`src/rtl/buzz_pkg.sv`:
```
package buzz_pkg;

  typedef enum logic [1:0] {
    MODE_STEADY    = 2'd0,
    MODE_SHOT      = 2'd1,
    MODE_PULSE     = 2'd2,
    MODE_PULSE_SEC = 2'd3
  } envMode_e;

  localparam int NUM_TONES = 8;

  // Strobes from the envelope control to the tone datapath
  typedef struct packed {
    logic       run;
    logic [2:0] freqSel;
  } toneCtl_t;

  function automatic int toneHz(input int code);
    case (code)
      0: return 625;
      1: return 1000;
      2: return 1250;
      3: return 1500;
      4: return 2000;
      5: return 2500;
      6: return 2700;
      default: return 3000;
    endcase
  endfunction

  function automatic int halfPeriod(input int clkHz, input int code);
    return clkHz / (2 * toneHz(code));
  endfunction

endpackage

```
`src/rtl/buzz_ctrl.sv`:
```
module buzz_ctrl
  import buzz_pkg::*;
#(
  parameter int CLK_HZ = 12_000_000
) (
  input  logic       clk,
  input  logic       rstN,
  input  logic       enable,
  input  logic [1:0] mode,
  input  logic [2:0] freqSel,
  input  logic       trigger,
  output toneCtl_t   ctl
);

  localparam int GATE_HALF = CLK_HZ / 20;
  localparam int GATE_W    = $clog2(2 * GATE_HALF);
  localparam int SEC_W     = $clog2(CLK_HZ);

  localparam logic [GATE_W-1:0] GATE_LAST = GATE_W'(2 * GATE_HALF - 1);
  localparam logic [GATE_W-1:0] GATE_MID  = GATE_W'(GATE_HALF);
  localparam logic [SEC_W-1:0]  SEC_LAST  = SEC_W'(CLK_HZ - 1);
  localparam logic [SEC_W-1:0]  SEC_MID   = SEC_W'(CLK_HZ / 2);

  logic [GATE_W-1:0] gateCnt;
  logic [SEC_W-1:0]  secCnt;
  logic [GATE_W-1:0] shotCnt;
  logic              gateOn;
  logic              firstHalf;
  logic              shotOn;
  envMode_e          modeSel;

  assign modeSel = envMode_e'(mode);

  always_ff @(posedge clk) begin
    if (!rstN || !enable) begin
      gateCnt <= '0;
      secCnt  <= '0;
      shotCnt <= '0;
    end else begin
      gateCnt <= (gateCnt == GATE_LAST) ? '0 : gateCnt + 1'b1;
      secCnt  <= (secCnt == SEC_LAST) ? '0 : secCnt + 1'b1;
      if (shotCnt != '0)
        shotCnt <= shotCnt - 1'b1;
      else if (trigger && modeSel == MODE_SHOT)
        shotCnt <= GATE_MID;
    end
  end

  assign gateOn    = gateCnt < GATE_MID;
  assign firstHalf = secCnt < SEC_MID;
  assign shotOn    = shotCnt != '0;

  always_comb begin
    ctl.freqSel = freqSel;
    unique case (modeSel)
      MODE_STEADY:    ctl.run = enable;
      MODE_SHOT:      ctl.run = enable && shotOn;
      MODE_PULSE:     ctl.run = enable && gateOn;
      MODE_PULSE_SEC: ctl.run = enable && gateOn && firstHalf;
      default:        ctl.run = 1'b0;
    endcase
  end

endmodule

```
`src/rtl/buzz_tone_dp.sv`:
```
module buzz_tone_dp
  import buzz_pkg::*;
#(
  parameter int CLK_HZ = 12_000_000
) (
  input  logic     clk,
  input  logic     rstN,
  input  toneCtl_t ctl,
  output logic     toneOut
);

  localparam int CNT_W = $clog2(halfPeriod(CLK_HZ, 0) + 1);

  logic [CNT_W-1:0] halfTbl [NUM_TONES];
  logic [CNT_W-1:0] toneCnt;
  logic [CNT_W:0]   nextCnt;
  logic             lastStep;

  for (genvar g = 0; g < NUM_TONES; g++) begin : g_half
    assign halfTbl[g] = CNT_W'(halfPeriod(CLK_HZ, g));
  end

  assign nextCnt  = {1'b0, toneCnt} + 1'b1;
  assign lastStep = nextCnt >= {1'b0, halfTbl[ctl.freqSel]};

  always_ff @(posedge clk) begin
    if (!rstN || !ctl.run) begin
      toneCnt <= '0;
      toneOut <= 1'b0;
    end else if (lastStep) begin
      toneCnt <= '0;
      toneOut <= ~toneOut;
    end else begin
      toneCnt <= nextCnt[CNT_W-1:0];
    end
  end

endmodule

```
`src/rtl/buzzer_tone_gen.sv`:
```
module buzzer_tone_gen
  import buzz_pkg::*;
#(
  parameter int CLK_HZ = 12_000_000
) (
  input  logic       clk,
  input  logic       rstN,
  input  logic       enable,
  input  logic [2:0] freqSel,
  input  logic [1:0] mode,
  input  logic       trigger,
  output logic       buzzOut
);

  toneCtl_t ctlBus;

  buzz_ctrl #(.CLK_HZ(CLK_HZ)) u_ctrl (
    .clk     (clk),
    .rstN    (rstN),
    .enable  (enable),
    .mode    (mode),
    .freqSel (freqSel),
    .trigger (trigger),
    .ctl     (ctlBus)
  );

  buzz_tone_dp #(.CLK_HZ(CLK_HZ)) u_dp (
    .clk     (clk),
    .rstN    (rstN),
    .ctl     (ctlBus),
    .toneOut (buzzOut)
  );

endmodule

```
`config.mk`:
```
export PLATFORM = sky130hd
export DESIGN_NAME = buzzer_tone_gen
export DESIGN_NICKNAME = d
export VERILOG_FILES = /design/src/rtl/buzz_pkg.sv /design/src/rtl/buzz_ctrl.sv /design/src/rtl/buzz_tone_dp.sv /design/src/rtl/buzzer_tone_gen.sv
export SDC_FILE = /design/constraint.sdc
export NUM_CORES = 1
export LEC_CHECK = 0
export BUFFER_PORTS_ARGS = -buffer_cell sky130_fd_sc_hd__buf_4
export CORE_MARGIN = 2
export CORE_UTILIZATION = 25
export DETAILED_ROUTE_END_ITERATION = 6
export PLACE_DENSITY_LB_ADDON = 0.25
export SLEW_MARGIN = 30
export SYNTH_ARGS = -nofsm -noshare
export SYNTH_HDL_FRONTEND = slang
export SYNTH_SLANG_ARGS = --single-unit
```
`constraint.sdc`:
```
create_clock -name clk -period 3.5 [get_ports clk]
set_input_delay 0.7 -clock clk [delete_from_list [all_inputs] [get_ports clk]]
set_output_delay 0.7 -clock clk [all_outputs]
set_load 0.005 [all_outputs]
```
==> out/metrics.csv <==
metric,value,unit
Slew headroom,46.85,%
total track usage,10.65,%
YS warnings,0,
async set-reset flop share out of synthesis,0,%
DP Worst Slack,0.03967,ns
Placeable Area,17240,µm²
"EDFF count, synth",0,
final worst-path cycle share,95.74,%
Synth Register Bits,81,
TritonRoute pass-1 iters,4,
vias per cell,4.758,
most frequent cells in the layout,"nor2_1, dfxtp_1, xnor2_1",
placed cell count,737,
Die Area,18600,µm²
Post-Syn Instances,517,
leakage,1.731,nW
final setup TNS,0,ns
number of CTS-inserted buffers,9,
clock slew at reported path FFs,0.06,ns
Detailed Place HPWL,6644,µm
CP arrival,3.59,ns
vias in the first global route,3401,
HP Start,u_ctrl.secCnt[0],
peak supply drop,0.3224,mV
Fill cells,1814,
H-Tree Depth,3,
top-level I/O count,10,
Setup-failing EPs final,0,
worst-skew pair later-pin latency,0.34,ns
Register Area,1623,µm²
post-CTS resize count,0,
flip-flop cell with the highest count after synthesis,dfxtp_1,
final hold slack,0.4694,ns
Post-Syn Area per Cell,8.475,µm²
critical path type,flop to flop,
Hold Path Class,flop to flop,
WL per Instance,12.33,µm
Mapped Nets,549,
Via Count,3578,
Worst Skew,0.005855,ns
Crit path required time,3.74,ns
critical path launch point,u_dp.toneCnt[2],
Core Rows,48,
power per cell area,659.7,nW/µm²
Fin. Hold Viols,0,
CTS Sinks,81,
critical-path maximum fanout,14,
residual DRC count,0,
share of layout cells above drive strength 1,10.06,%
Area Growth Syn to Fin,14.65,%
Finished Layout Cells,752,
crit path launch type,flop,
Worst-Margin Slew,0.7900,ns
DRT iter0 DRCs,215,
CTS tree,built,
CTS max path bufs,2,
CP Capture Type,flop,
synthesized area,4382,µm²
Starting Density,25.42,%
Setup Buffers After CTS,0,
n_diodes,0,
Die X,136.4,µm
Detail Route Antenna Nets,0,
gp weighted congestion,0.7850,
sequential fraction of the synthesis area,37.01,%
max cap viols,0,
"commonest non-fill, non-tap cell in the layout",nor2_1,
initial antenna violation count,0,
placed inst area,4688,µm²
total gr overflow,0,
crit path time final,3.351,ns
post-cts hold buffer count,0,
final layout net count,555,
RR Startpoint,u_dp.toneCnt[2],
final WL,9270,µm
max-slew violation count,0,
first-pass GRT wire length,15840,µm
die extent in y,136.4,µm
final setup margin,0.1490,ns
Root Buffer,clkbuf_16,
buffers added on ports,9,
largest net degree at the start of global routing,24,
fin area,5024,µm²
fmax,298.4,MHz
status,"complete, no violations",
Yosys cell types,54,
multi-input logic area,2620,µm²
[registers in the layout (all words and copies together), names as in the netlist]
| name | cells |
|---|---|
| u_ctrl.secCnt | 24 |
| u_ctrl.gateCnt | 21 |
| u_ctrl.shotCnt | 21 |
| u_dp.toneCnt | 14 |
| u_dp.toneOut | 1 |
[Yosys cell counts (8+ instances only)]
cell	count	area share, %
clkbuf_1	12	1.0
dfxtp_1	81	37
nor2_1	88	7.5
nand4_1	16	2.3
nor3_1	24	2.7
inv_1	22	1.9
nand3_1	27	3.1
a21oi_1	19	2.2
xnor2_1	39	7.8
o21ai_0	12	1.4
nor4_1	9	1.3
nand2_1	32	2.7
ha_1	23	6.6
xor2_1	19	3.8
nor4b_2	8	2.7
or3_1	10	1.4
[worst paths after layout]
check	cells after the start	to	slack, ns
max	11	u_dp.toneCnt[13]	0.15
min	1	u_ctrl.secCnt[0]	0.47
max reg2reg	11	u_dp.toneCnt[13]	0.15
min reg2reg	1	u_ctrl.secCnt[0]	0.47
[layer usage]
metal	wire [µm]	global-route usage, %	up-vias
met3	262	1.902	13
met2	4267	17.34	43
met4	183	5.093	0
met5	0	0	-
met1	4556	13.60	1683
li1	-	-	1839
[through the flow]
| step | utilization, % | power, mW |
|---|---|---|
| floorplan | - | 2.078 |
| global placement | 27.20 | 2.312 |
| detailed placement | 27.20 | 2.316 |
| CTS | 29.01 | 3.342 |
| global route | 29.14 | 3.557 |
| finish | 29.14 | 3.314 |
[power by group]
part	switching (mW)	internal (mW)
clock network	0.363	0.639
registers	0.107	1.02
logic	0.731	0.455
total	1.20	2.11
[worst max-delay path, stage by stage, from the launching register on]
cell	delay, ns
dfxtp_1	0.38
and3_1	0.20
nand4_1	0.21
nor2_1	0.20
xor2_1	0.27
ha_1	0.29
a21o_1	0.18
a221o_1	0.34
a221o_1	0.38
or3_1	0.31
buf_4	0.21
nor4b_1	0.26
[area by class of cell]
cell class	instances	area share, %
inverters	22	1.644
clock inverters	3	1.295
multi-input cells	395	52.15
repair buffers	14	2.092
well taps	225	5.604
clock buffers	12	4.907
flip-flops and latches	81	32.30
[cell families after synthesis]
kind of cell             after synthesis  share of synthesized area (%)
AO/OA/AOI/OAI                         60                          9.309
XOR/XNOR                              58                          11.59
adder cells (fa/ha/maj)               23                          6.568
buffers and inverters                 41                          3.998
flip-flops                            81                          37.01
AND/OR/NAND/NOR                      254                          31.53
No activity file was read; power rests on OpenSTA's default activity.
